## config.mk

```make
export PLATFORM = sky130hd
export DESIGN_NAME = line_watch_monitor
export DESIGN_NICKNAME = d
export VERILOG_FILES = /design/src/rtl/line_watch_pkg.sv /design/src/rtl/lw_first_free.sv /design/src/rtl/lw_tag_store.sv /design/src/rtl/lw_alert_seq.sv /design/src/rtl/line_watch_monitor.sv
export SDC_FILE = /design/constraint.sdc
export NUM_CORES = 1
export LEC_CHECK = 0
export BUFFER_PORTS_ARGS = -buffer_cell sky130_fd_sc_hd__buf_2
export CORE_MARGIN = 8
export CORE_UTILIZATION = 63
export DETAILED_ROUTE_END_ITERATION = 8
export GPL_TIMING_DRIVEN = 0
export PLACE_DENSITY = 0.92
export SLEW_MARGIN = 0
export SYNTH_ARGS = -nofsm -noshare
export SYNTH_HDL_FRONTEND = slang
export SYNTH_HIERARCHICAL = 1
export SYNTH_SLANG_ARGS = --single-unit
```

## constraint.sdc

```tcl
create_clock -name clk -period 4.07 [get_ports clk]
set_input_delay 0.407 -clock clk [delete_from_list [all_inputs] [get_ports clk]]
set_output_delay 0.407 -clock clk [all_outputs]
set_load 0.03 [all_outputs]
```

## src/rtl/line_watch_pkg.sv

```systemverilog
package line_watch_pkg;

   typedef enum logic {
      CAUSE_COHERENCE = 1'b0,
      CAUSE_CAPACITY  = 1'b1
   } watch_cause_e;

endpackage

```

## src/rtl/lw_first_free.sv

```systemverilog
module lw_first_free #(
   parameter int unsigned WIDTH = 8
) (
   input  logic [WIDTH-1:0] busy,
   output logic [WIDTH-1:0] pick,
   output logic             all_busy
);

   logic [WIDTH:0] seen_free;

   assign seen_free[0] = 1'b0;

   for (genvar i = 0; i < WIDTH; i++) begin : g_scan
      assign pick[i]        = ~busy[i] & ~seen_free[i];
      assign seen_free[i+1] = seen_free[i] | ~busy[i];
   end

   assign all_busy = ~seen_free[WIDTH];

endmodule

```

## src/rtl/lw_tag_store.sv

```systemverilog
module lw_tag_store #(
   parameter int unsigned NUM_ENTRIES = 8,
   parameter int unsigned LINE_ADDR_W = 26
) (
   input  logic                   clk,
   input  logic                   rst_n,
   input  logic                   release_all,
   input  logic                   snp_inv,
   input  logic [LINE_ADDR_W-1:0] snp_addr,
   input  logic                   evict_valid,
   input  logic [LINE_ADDR_W-1:0] evict_addr,
   input  logic                   mark_valid,
   input  logic [LINE_ADDR_W-1:0] mark_addr,
   output logic [NUM_ENTRIES-1:0] tag_valid,
   output logic                   coh_hit,
   output logic                   cap_hit,
   output logic                   disp_hit,
   output logic [LINE_ADDR_W-1:0] disp_addr
);

   logic [NUM_ENTRIES-1:0] ent_v;
   logic [LINE_ADDR_W-1:0] ent_a [NUM_ENTRIES];
   logic [NUM_ENTRIES-1:0] snp_match;
   logic [NUM_ENTRIES-1:0] ev_match;
   logic [NUM_ENTRIES-1:0] mk_match;
   logic [NUM_ENTRIES-1:0] kept;
   logic [NUM_ENTRIES-1:0] free_pick;
   logic                   table_full;
   logic                   present;
   logic                   alloc;

   for (genvar i = 0; i < NUM_ENTRIES; i++) begin : g_cmp
      assign snp_match[i] = ent_v[i] & snp_inv     & (ent_a[i] == snp_addr);
      assign ev_match[i]  = ent_v[i] & evict_valid & (ent_a[i] == evict_addr);
      assign mk_match[i]  = (ent_a[i] == mark_addr);
   end

   // tags surviving this cycle's losses; the mark sees this view
   assign kept    = ent_v & ~(snp_match | ev_match);
   assign present = |(kept & mk_match);
   assign alloc   = mark_valid & ~present & ~release_all;

   lw_first_free #(.WIDTH(NUM_ENTRIES)) u_free (
      .busy     (kept),
      .pick     (free_pick),
      .all_busy (table_full)
   );

   assign coh_hit   = (|snp_match) & ~release_all;
   assign cap_hit   = (|ev_match) & ~release_all;
   assign disp_hit  = alloc & table_full;
   assign disp_addr = ent_a[0];
   assign tag_valid = ent_v;

   always_ff @(posedge clk or negedge rst_n) begin
      if (!rst_n) begin
         ent_v <= '0;
         for (int i = 0; i < NUM_ENTRIES; i++) begin
            ent_a[i] <= '0;
         end
      end else if (release_all) begin
         ent_v <= '0;
      end else begin
         for (int i = 0; i < NUM_ENTRIES; i++) begin
            if (alloc && !table_full && free_pick[i]) begin
               ent_v[i] <= 1'b1;
               ent_a[i] <= mark_addr;
            end else if (disp_hit && i == 0) begin
               ent_v[i] <= 1'b1;
               ent_a[i] <= mark_addr;
            end else begin
               ent_v[i] <= kept[i];
            end
         end
      end
   end

endmodule

```

## src/rtl/lw_alert_seq.sv

```systemverilog
module lw_alert_seq
   import line_watch_pkg::*;
#(
   parameter int unsigned LINE_ADDR_W = 26
) (
   input  logic                   clk,
   input  logic                   rst_n,
   input  logic                   ev_valid,
   input  watch_cause_e           ev_cause,
   input  logic [LINE_ADDR_W-1:0] ev_addr,
   input  logic                   handler_exit,
   output logic                   out_valid,
   output watch_cause_e           out_cause,
   output logic [LINE_ADDR_W-1:0] out_addr,
   output logic                   masked,
   output logic                   pending
);

   watch_cause_e           pend_cause;
   logic [LINE_ADDR_W-1:0] pend_addr;

   always_ff @(posedge clk or negedge rst_n) begin
      if (!rst_n) begin
         out_valid  <= 1'b0;
         out_cause  <= CAUSE_COHERENCE;
         out_addr   <= '0;
         masked     <= 1'b0;
         pending    <= 1'b0;
         pend_cause <= CAUSE_COHERENCE;
         pend_addr  <= '0;
      end else begin
         out_valid <= 1'b0;
         if (masked && handler_exit) begin
            if (pending) begin
               out_valid <= 1'b1;
               out_cause <= pend_cause;
               out_addr  <= pend_addr;
               pending   <= ev_valid;
               if (ev_valid) begin
                  pend_cause <= ev_cause;
                  pend_addr  <= ev_addr;
               end
            end else if (ev_valid) begin
               out_valid <= 1'b1;
               out_cause <= ev_cause;
               out_addr  <= ev_addr;
            end else begin
               masked <= 1'b0;
            end
         end else if (masked) begin
            if (ev_valid && !pending) begin
               pending    <= 1'b1;
               pend_cause <= ev_cause;
               pend_addr  <= ev_addr;
            end
         end else if (ev_valid) begin
            out_valid <= 1'b1;
            out_cause <= ev_cause;
            out_addr  <= ev_addr;
            masked    <= 1'b1;
         end
      end
   end

endmodule

```

## src/rtl/line_watch_monitor.sv

```systemverilog
module line_watch_monitor
   import line_watch_pkg::*;
#(
   parameter int unsigned NUM_ENTRIES = 8,
   parameter int unsigned LINE_ADDR_W = 26
) (
   input  logic                   clk,
   input  logic                   rst_n,
   input  logic                   mark_valid,
   input  logic [LINE_ADDR_W-1:0] mark_addr,
   input  logic                   snp_valid,
   input  logic                   snp_excl,
   input  logic [LINE_ADDR_W-1:0] snp_addr,
   input  logic                   evict_valid,
   input  logic [LINE_ADDR_W-1:0] evict_addr,
   input  logic                   handler_exit,
   input  logic                   release_all,
   output logic                   alert_valid,
   output logic                   alert_cause,
   output logic [LINE_ADDR_W-1:0] alert_addr
);

   if (NUM_ENTRIES < 2 || NUM_ENTRIES > 64) begin : g_bad_entries
      $error("line_watch_monitor: NUM_ENTRIES must lie in 2..64");
   end
   if (LINE_ADDR_W < 1 || LINE_ADDR_W > 64) begin : g_bad_addr
      $error("line_watch_monitor: LINE_ADDR_W must lie in 1..64");
   end

   logic [NUM_ENTRIES-1:0] tag_valid;
   logic                   coh_hit;
   logic                   cap_hit;
   logic                   disp_hit;
   logic [LINE_ADDR_W-1:0] disp_addr;
   logic                   ev_valid;
   watch_cause_e           ev_cause;
   logic [LINE_ADDR_W-1:0] ev_addr;
   watch_cause_e           out_cause;
   logic                   masked;
   logic                   pending;

   lw_tag_store #(
      .NUM_ENTRIES (NUM_ENTRIES),
      .LINE_ADDR_W (LINE_ADDR_W)
   ) u_store (
      .clk         (clk),
      .rst_n       (rst_n),
      .release_all (release_all),
      .snp_inv     (snp_valid & snp_excl),
      .snp_addr    (snp_addr),
      .evict_valid (evict_valid),
      .evict_addr  (evict_addr),
      .mark_valid  (mark_valid),
      .mark_addr   (mark_addr),
      .tag_valid   (tag_valid),
      .coh_hit     (coh_hit),
      .cap_hit     (cap_hit),
      .disp_hit    (disp_hit),
      .disp_addr   (disp_addr)
   );

   // one candidate per cycle: coherence loss, then eviction, then displacement
   always_comb begin
      ev_valid = coh_hit | cap_hit | disp_hit;
      if (coh_hit) begin
         ev_cause = CAUSE_COHERENCE;
         ev_addr  = snp_addr;
      end else if (cap_hit) begin
         ev_cause = CAUSE_CAPACITY;
         ev_addr  = evict_addr;
      end else begin
         ev_cause = CAUSE_CAPACITY;
         ev_addr  = disp_addr;
      end
   end

   lw_alert_seq #(
      .LINE_ADDR_W (LINE_ADDR_W)
   ) u_seq (
      .clk          (clk),
      .rst_n        (rst_n),
      .ev_valid     (ev_valid),
      .ev_cause     (ev_cause),
      .ev_addr      (ev_addr),
      .handler_exit (handler_exit),
      .out_valid    (alert_valid),
      .out_cause    (out_cause),
      .out_addr     (alert_addr),
      .masked       (masked),
      .pending      (pending)
   );

   assign alert_cause = out_cause;

endmodule

```

==> metrics.cfg, run 1 <==
[power_and_ir_drop]
cellPowerDensity_nw_per_um2 = 361
power.leakage_nw = 10.3
vdd_ir_drop_max_mv = 0.379
power_mw = 8.07

[finish]
layout_common_cells = xnor2_1, xor2_1, dfrtp_1
antenna_cells = 0
fin_nets = 1972
drive_gt1_frac = 0.301
syn_to_final_growth_pct = 12.4
final_common_cell = xnor2_1
nFillCells = 2294

[worst_setup_path]
crit_arrival_ns = 4.56
worst-path-max-fanout = 10
r2r-end = u_seq/pend_addr[5]$_DFFE_PN0P_
r2r_cells = 14
start_kind = flop
r2r_slack_ns = -0.02
critPathCaptureType = flop
crit_type = reg -> reg
worstPathRequired_ns = 4.54
reg2reg_from = u_store/ent_a[73]$_DFFE_PN0P_

[logic_synthesis]
syn_nets = 1846
yosysWarnings = 6
netlist_area_um2 = 19900
synth.top_cell.area_share = 0.344
syn_area_per_cell_um2 = 11.3
ys_seq_elements = 273
synth_seq_area_share = 0.344
synthCells = 1760
ys_types = 50
synth_area_leaders = dfrtp_1, xnor2_1, mux2_4
ys.flop_type = dfrtp_1
synth_top_cell_by_area = dfrtp_1
synth_edf_count = 0
ys_async_sr_fraction = 1.00

[drt]
drc = 0
wl_mm = 84.1
avgViaCountPerCell = 6.90
drt_pass1_iterations = 8
post_drt_wl_per_cell_um = 36.4
postRouteAntennaNets = 0
vias = 15900
initialDrtViolationCount = 1983

[floorplan]
row_count = 65
die_y_um = 194
fp.dieW_um = 194
io-pin-count = 114
start_util = 0.635
coreArea_um2 = 31300
die_area_um2 = 37500

[clocking]
clock_path_buffers = 3
cts_tree = yes
clock_latency_ns = 0.60
cts_root_buffer = clkbuf_16
h-tree-depth = 1
cts_sinks = 273
path_clk_slew_ns = 0.07
numCtsBuffers = 30

[grt]
antenna_found_initial = 3
grt_overflow = 0
grt_max_degree = 118
track_usage = 0.436
grt_pass1_vias = 16000
grt_pass1_wl_mm = 117

[hold_path]
hold_class = in -> reg
holdPathEnd = u_seq/out_addr[11]$_DFFE_PN0P_
min_from = snp_addr[11]
holdPathStages = 4

[timing]
finalMaxSlewViolations = 0
fmax_mhz = 244
hold_ws_ns = 0.208
max_slew_margin = 0.192
tightest_slew_ns = 1.21
finalCritPeriodShare = 1.01
clock_skew_ns = 0.0274
rsz0062_at_grt = no
finalSetupViolations = 19
setup_ws_ns = -0.0209
fin_crit_ns = 4.09
hold_viol = 0

[placement]
place_hpwl_mm = 58.0
gp_congestion = 1.07
portBuffers = 86

[status]
status = finished with violations
violations = negative setup slack

[run]
maxCapViolCount = 0

## critical path, cell delays in order (launching register included)
cell and delay, ns:
dfrtp_1 0.46, xnor2_1 0.19, nand4_1 0.53, nor4_2 0.38, nand3_2 0.33, nand3_1 0.24, inv_1 0.09, nand2_1 0.17
nor3_4 0.10, and4_2 0.22, or3_4 0.39, and3_1 0.20, buf_6 0.17, buf_12 0.16, mux2_4 0.30
## Yosys cell counts, types with 4 or more instances
cell / n
xnor2_1: 334
xor2_1: 291
dfrtp_1: 273
mux2_4: 172
nand4_1: 92
nor4_1: 74
mux2_2: 63
buf_2: 45
buf_4: 43
buf_6: 43
nand3_1: 36
nand2_1: 33
nor3_1: 32
and2_1: 28
a221o_1: 27
mux2i_1: 26
buf_1: 19
o21ai_1: 19
inv_1: 17
clkbuf_1: 13
nor2_1: 11
a21oi_1: 10
nand4_4: 8
nor2b_1: 7
o21ai_0: 7
buf_12: 4
## registers in the layout, summed over array words and instances (netlist names), 8 cells and up
register           flops
u_store/ent_a        182
u_seq/pend_addr       26
u_store/disp_addr     26
u_store/tag_valid      8
u_seq/out_addr        26
## worst max-delay path by stage
stage                                        startpoint                         endpoint  slack (ns)
final                     u_store/ent_a[73]$_DFFE_PN0P_   u_seq/pend_addr[5]$_DFFE_PN0P_       -0.02
after CTS                 u_store/ent_a[27]$_DFFE_PN0P_  u_seq/pend_addr[10]$_DFFE_PN0P_        0.04
after global routing      u_store/ent_a[21]$_DFFE_PN0P_    u_seq/out_addr[2]$_DFFE_PN0P_        0.08
after detailed placement                   snp_addr[20]    u_seq/out_addr[0]$_DFFE_PN0P_       -1.50
after global placement                            rst_n   u_store/tag_valid[2]$_DFF_PN0_       -2.34
after floorplan                            snp_addr[23]   u_seq/pend_addr[0]$_DFFE_PN0P_        0.38
## per-layer routing
metal,vias to the layer above,global-route usage,routed length (um)
met3,452,0.153,11000
li1,6291,-,-
met1,7843,0.519,29600
met2,1353,0.631,34600
met4,6,0.355,8780
met5,-,0,36
## repair_timing
action / in CTS / in global routing
setup endpoints to repair: 273 / 55
hold buffers: 1 / 0
hold endpoints to repair: 58 / 0
gates cloned: 0 / 0
buffers inserted: 5 / 1
pin swaps: 4 / 5
gates resized for setup: 27 / 27
## cells by family after synthesis
| kind of cell | Yosys count | share of synthesized area |
|---|---|---|
| and+or+nand+nor | 344 | 0.107 |
| DFF | 273 | 0.344 |
| xor gates and xnor gates | 625 | 0.275 |
| muxes | 261 | 0.179 |
| buffers and inverters | 185 | 0.0655 |
| AOI/OAI and AO/OA | 72 | 0.0295 |
## per-stage QoR
stage                     instances  utilization  worst slack [ns]  setup TNS [ns]  area [um2]
after CTS                      2311        0.708            0.0385               0       22200
final                          2312        0.713           -0.0209          -0.201       22300
after global placement         2248        0.665             -2.34         -907.68       20800
after floorplan                1760            -             0.378               0       19900
after detailed placement       2250        0.667             -1.50         -292.51       20900
after global routing           2312        0.713            0.0810               0       22300
## power by group
| part | total (mW) | switching, mW | leakage, nW | internal, mW |
|---|---|---|---|---|
| Clock | 3.01 | 1.20 | 0.539 | 1.81 |
| Combinational | 1.83 | 1.00 | 6.02 | 0.825 |
| Sequential | 3.23 | 0.354 | 3.71 | 2.87 |
| Total | 8.07 | 2.56 | 10.3 | 5.51 |
## area by class of cell
cell class	instances	area [um2]	share of cell area
inverter	17	63.8	0.00286
timing repair buffer	95	551	0.0246
clock inverter	16	219	0.00980
multi-input combinational	1302	12000	0.538
tap	402	503	0.0225
clock buffer	40	870	0.0389
buffer	167	1270	0.0570
sequential	273	6830	0.306
Note: power is estimated with default switching activity, not from simulation.
==> inputs of run 2 (changes only) <==
- CORE_UTILIZATION: 63 -> 45
- PLACE_DENSITY: 0.92 -> 0.72
- clock period: 4.07 -> 4.54 ns (I/O delays scaled with it)
==> run 2 against run 1 <==
The run still ends with negative setup slack left. Count of clock-buffer cells in the layout is 9 higher. Flip-flop and latch count stayed put. Combinational power is 9% lower. First-iteration DRC count shrank 45%. Die area up 36%. Wire length up 6.1%. Worst hold slack improved by 0.074 ns. Global-route usage decreased by 8.6 points. Critical path type is now in -> reg.
==> metrics.cfg, run 2 (same netlist as run 1, synthesis figures left out) <==
[status]
status = finished with violations
violations = negative setup slack

[finish]
fin_area_um2 = 22500
antenna_cells = 0
fin_util = 0.512
fin_nets = 1974
drive_gt1_frac = 0.288
layout_common_cells = xnor2_1, xor2_1, dfrtp_1
final_common_cell = xnor2_1
largest_reg_flops = 182
top_register = u_store/ent_a
syn_to_final_growth_pct = 13.1
nFillCells = 4041

[power_and_ir_drop]
cellPowerDensity_nw_per_um2 = 342
power.leakage_nw = 10.2
vdd_ir_drop_max_mv = 0.260
power_mw = 7.70

[drt]
initialDrtViolationCount = 1096
drt_pass1_iterations = 5
wl_mm = 89.3
postRouteAntennaNets = 0
post_drt_wl_per_cell_um = 35.6
avgViaCountPerCell = 5.93
vias = 14800
drc = 0

[timing]
hold_ws_ns = 0.282
clock_skew_ns = 0.0221
finalSetupViolations = 1
fmax_mhz = 220
hold_viol = 0
setup_ws_ns = -0.00183
finalMaxSlewViolations = 0
rsz0062_at_grt = no
fin_crit_ns = 4.54
tightest_slew_ns = 1.30
finalCritPeriodShare = 1.00
max_slew_margin = 0.133

[floorplan]
start_util = 0.452
die_area_um2 = 51200
die_y_um = 226
row_count = 77
io-pin-count = 114
fp.dieW_um = 226
coreArea_um2 = 43900

[hold_path]
hold_class = in -> reg

[worst_setup_path]
worstPathRequired_ns = 5.04
crit_arrival_ns = 5.04
critPathCaptureType = flop
crit_type = in -> reg
worst-path-max-fanout = 10
start_kind = input port

[grt]
grt_pass1_wl_mm = 124
grt.busiest_layer = met2
gr-usage-met3 = 0.0695
grt_max_degree = 83
grt_use_met1 = 0.410
grt_overflow = 0
grt_pass1_vias = 15700
track_usage = 0.350
antenna_found_initial = 0
grtUsageMet2 = 0.562

[placement]
place_hpwl_mm = 67.0
place_area_um2 = 21100
gp_congestion = 1.02
pre_cts_ws_ns = -1.31
portBuffers = 86

[clocking]
clock_path_buffers = 3
path_clk_slew_ns = 0.05
h-tree-depth = 2
cts_tree = yes
cts_root_buffer = clkbuf_16
numCtsBuffers = 36
cts_sinks = 273
clock_latency_ns = 0.57

[run]
maxCapViolCount = 0

[run 2: changes by cell type in the layout (fill, tap and decap cells not counted), moves of 5 or more]
cell | before | now
clkbuf_16 | 31 | 37
nor4_4 | 5 | 0
nor4_1 | 66 | 71
xnor2_2 | 7 | 2
xnor2_1 | 325 | 332
buf_1 | 11 | 18
[run 2: path summary, 6_finish.rpt]
check | to | start | slack [ns] | cells past startpoint
setup / recovery | u_seq/out_addr[9]$_DFFE_PN0P_ | mark_addr[24] | -0.002 | 12
hold / removal | u_seq/pending$_DFFE_PN0P_ | handler_exit | 0.28 | 3
setup reg to reg | u_seq/out_addr[4]$_DFFE_PN0P_ | u_store/ent_a[18]$_DFFE_PN0P_ | 0.10 | 11
hold reg to reg | u_seq/pend_addr[20]$_DFFE_PN0P_ | u_seq/pend_addr[20]$_DFFE_PN0P_ | 0.50 | 1
max in group asynchronous | u_store/ent_a[97]$_DFFE_PN0P_ | rst_n | 2.56 | 5
min in group asynchronous | u_seq/pend_addr[1]$_DFFE_PN0P_ | rst_n | 0.39 | 2
[run 2: area by class of cell]
type / count / area [um2] / share of cell area
inverter: 17 / 63.8 / 0.00284
sequential: 273 / 6830 / 0.304
clock inverter: 14 / 228 / 0.0101
clock buffer: 49 / 1040 / 0.0463
timing repair buffer: 93 / 556 / 0.0247
buffer: 165 / 1230 / 0.0545
multi-input combinational: 1302 / 11800 / 0.525
tap: 592 / 741 / 0.0329
[run 2: metal layers]
| layer | wire length [um] | share of wire |
|---|---|---|
| met1 | 34500 | 0.39 |
| met2 | 41100 | 0.46 |
| met3 | 5760 | 0.065 |
| met4 | 7930 | 0.089 |
| met5 | 0 | 0 |
[run 2: what timing repair did]
item	CTS	global route
setup endpoints to repair	272	41
hold endpoints to repair	53	0
pin swaps	3	0
setup buffers	3	0
hold buffers	1	0
gates resized for setup	5	4
[run 2: metrics by stage]
step / TNS [ns] / instances
2_1_floorplan: 0 / 1760
3_3_place_gp: -871.58 / 2438
3_5_place_dp: -218.61 / 2441
4_1_cts: 0 / 2506
5_1_grt: 0 / 2505
6_report: -0.00183 / 2505
[run 2: worst max-delay path, stage by stage]
cell	delay, ns
buf_2	0.39
buf_1	0.89
xor2_1	0.14
nor4_1	0.47
nand4_1	0.35
nor2_1	0.40
a311oi_4	0.18
and4_2	0.32
or3_1	0.43
o21ai_2	0.43
buf_2	0.34
a221o_1	0.21
[run 2: where the power goes]
group | switching [mW] | total (mW) | internal (mW)
combinational | 0.927 | 1.67 | 0.738
sequential | 0.316 | 2.89 | 2.58
clock | 1.19 | 3.14 | 1.94
total | 2.44 | 7.70 | 5.26
==> inputs of run 3 (changes only) <==
- CTS_BUF_LIST: not set -> sky130_fd_sc_hd__clkbuf_2
- SYNTH_HIERARCHICAL: 1 -> not set
==> run 3 against run 2 <==
The flow finishes with violations (max-capacitance violations, max-slew violations). Worst hold slack worse by 0.19 ns. Via count up 19%. First-iteration DRC count rose to 2.6 times the previous value. Final cell count up 7.6%. Die area down 1.5%. Synthesized area down 1.6%. Clock skew up 0.082 ns. Utilization down 1.3 points. Clock power down 35%. Sequential share of layout area up 1.5 points. Critical path type is now reg -> reg.
==> metrics.cfg, run 3 <==
[status]
status = finished with violations
violations = max-capacitance violations, max-slew violations

[finish]
syn_to_final_growth_pct = 9.70
layout_common_cells = xor2_1, dfrtp_1, mux2_2
final_common_cell = xor2_1
top_register = u_store.ent_a
fin_nets = 2131
drive_gt1_frac = 0.219
fin_util = 0.499
fin_area_um2 = 21500
largest_reg_flops = 182

[clocking]
cts_root_buffer = clkbuf_2
cts_sinks = 273
cts_tree = yes
numCtsBuffers = 80
h-tree-depth = 3
clock_latency_ns = 1.14
path_clk_slew_ns = 0.09
clock_path_buffers = 3

[placement]
place_hpwl_mm = 65.9
portBuffers = 32
place_area_um2 = 20500
gp_congestion = 1.05

[floorplan]
row_count = 76
die_area_um2 = 50400
io-pin-count = 114
die_y_um = 224
fp.dieW_um = 224
start_util = 0.455
coreArea_um2 = 43000

[drt]
drc = 0
wl_mm = 98.8
post_drt_wl_per_cell_um = 36.7
postRouteAntennaNets = 0
vias = 17700
avgViaCountPerCell = 6.56
drt_pass1_iterations = 6
initialDrtViolationCount = 2860

[logic_synthesis]
synthCells = 1917
ys_types = 64
yosysWarnings = 0
ys_seq_elements = 273
synth_area_leaders = dfrtp_1, xor2_1, mux2_2
ys_async_sr_fraction = 1.00
synth_edf_count = 0
syn_nets = 2003
synth_seq_area_share = 0.349
ys_top_cells_by_count = xor2_1, dfrtp_1, mux2_2
syn_area_per_cell_um2 = 10.2
synth_top_cell_by_area = dfrtp_1
synth.top_cell.area_share = 0.349
netlist_area_um2 = 19600
ys.flop_type = dfrtp_1
synth.most_common_cell = xor2_1

[hold_path]
hold_class = in -> reg

[timing]
hold_ws_ns = 0.0932
finalSetupTns_ns = 0
fin_crit_ns = 4.44
tightest_slew_ns = 1.66
finalSetupViolations = 0
finalMaxSlewViolations = 23
rsz0062_at_grt = no
fmax_mhz = 225
finalCritPeriodShare = 0.979
max_slew_margin = -0.108
clock_skew_ns = 0.104
hold_viol = 0

[grt]
grt_overflow = 0
grt_pass1_vias = 17400
grt_pass1_wl_mm = 135
track_usage = 0.384
grt_max_degree = 79
antenna_found_initial = 9

[worst_setup_path]
start_kind = flop
worstPathRequired_ns = 5.47
crit_type = reg -> reg
crit_arrival_ns = 5.38
critPathCaptureType = flop
worst-path-max-fanout = 10

[power_and_ir_drop]
power.leakage_nw = 9.67
cellPowerDensity_nw_per_um2 = 294
power_mw = 6.31
vdd_ir_drop_max_mv = 0.185

[run]
maxCapViolCount = 2

[run 3: final timing paths]
| kind | slack, ns | depth (start not counted) | start | to |
|---|---|---|---|---|
| max in group asynchronous | 2.88 | 6 | rst_n | u_seq.pend_addr[23]$_DFFE_PN0P_ |
| worst min register to register | 0.53 | 2 | u_seq.pend_addr[9]$_DFFE_PN0P_ | u_seq.pend_addr[9]$_DFFE_PN0P_ |
| worst max-delay path | 0.1 | 12 | u_store.ent_a[50]$_DFFE_PN0P_ | u_store.ent_a[66]$_DFFE_PN0P_ |
| min in group asynchronous | 0.42 | 4 | rst_n | u_store.ent_a[23]$_DFFE_PN0P_ |
| worst max register to register | 0.1 | 12 | u_store.ent_a[50]$_DFFE_PN0P_ | u_store.ent_a[66]$_DFFE_PN0P_ |
| worst min-delay path | 0.09 | 4 | evict_addr[19] | u_seq.pend_addr[19]$_DFFE_PN0P_ |
[run 3: routing by layer]
layer | global-route usage | wire (um) | vias to the layer above
met5 | 0 | 0 | -
met4 | 0.256 | 7830 | 0
met3 | 0.109 | 12600 | 381
met2 | 0.556 | 41100 | 1389
met1 | 0.496 | 37300 | 8844
li1 | - | - | 7072
[run 3: final cells by class]
cell class | instances | area, um2
clock inverters | 24 | 156
diodes | 6 | 15.0
repair buffers | 46 | 390
fillers | 4144 | 21500
well taps | 585 | 732
plain buffers | 152 | 749
inverters | 58 | 218
flip-flops and latches | 273 | 6830
multi-input cells | 1434 | 11800
clock buffers | 117 | 586
[run 3: report_power, final]
| group | leakage, nW | internal, mW | switching (mW) | total, mW |
|---|---|---|---|---|
| combinational | 5.68 | 0.495 | 0.969 | 1.46 |
| sequential | 3.43 | 2.55 | 0.263 | 2.81 |
| clock | 0.563 | 0.804 | 1.23 | 2.03 |
[run 3: worst max-delay path, stage by stage (launching register included)]
cell and delay (ns):
dfrtp_1 0.49, xor2_1 0.18, nor4_1 0.66, nand4_1 0.20
nor4_2 0.60, or3_1 0.19, clkbuf_1 0.27, nor2_1 0.10
a21o_1 0.19, buf_6 0.15, nor4_4 0.64, buf_6 0.27
mux2_2 0.34
[run 3: repair_timing]
action | CTS | global route
resized for setup | 0 | 3
pin swaps | 1 | 2
endpoints found under the setup margin | 20 | 123
hold endpoints to repair | 129 | 0
buffers inserted | 2 | 4
hold buffers | 5 | 0
[run 3: logic make-up (layout without fill, tap and decap cells)]
| logic type | after synthesis | after routing | synth area share |
|---|---|---|---|
| other cells | 0 | 6 | 0 |
| simple gates | 461 | 461 | 0.143 |
| flops | 273 | 273 | 0.349 |
| buf+inv | 210 | 397 | 0.0494 |
| xor+xnor | 625 | 625 | 0.280 |
| compound gates | 113 | 113 | 0.0452 |
| mux | 235 | 235 | 0.134 |
[run 3: stage by stage]
stage	std cells	setup slack, ns
after CTS	2685	0.0476
after global placement	2534	-2.22
after detailed placement	2537	-0.792
after global routing	2694	0.0993
after floorplan	1917	1.00
final	2695	0.0959
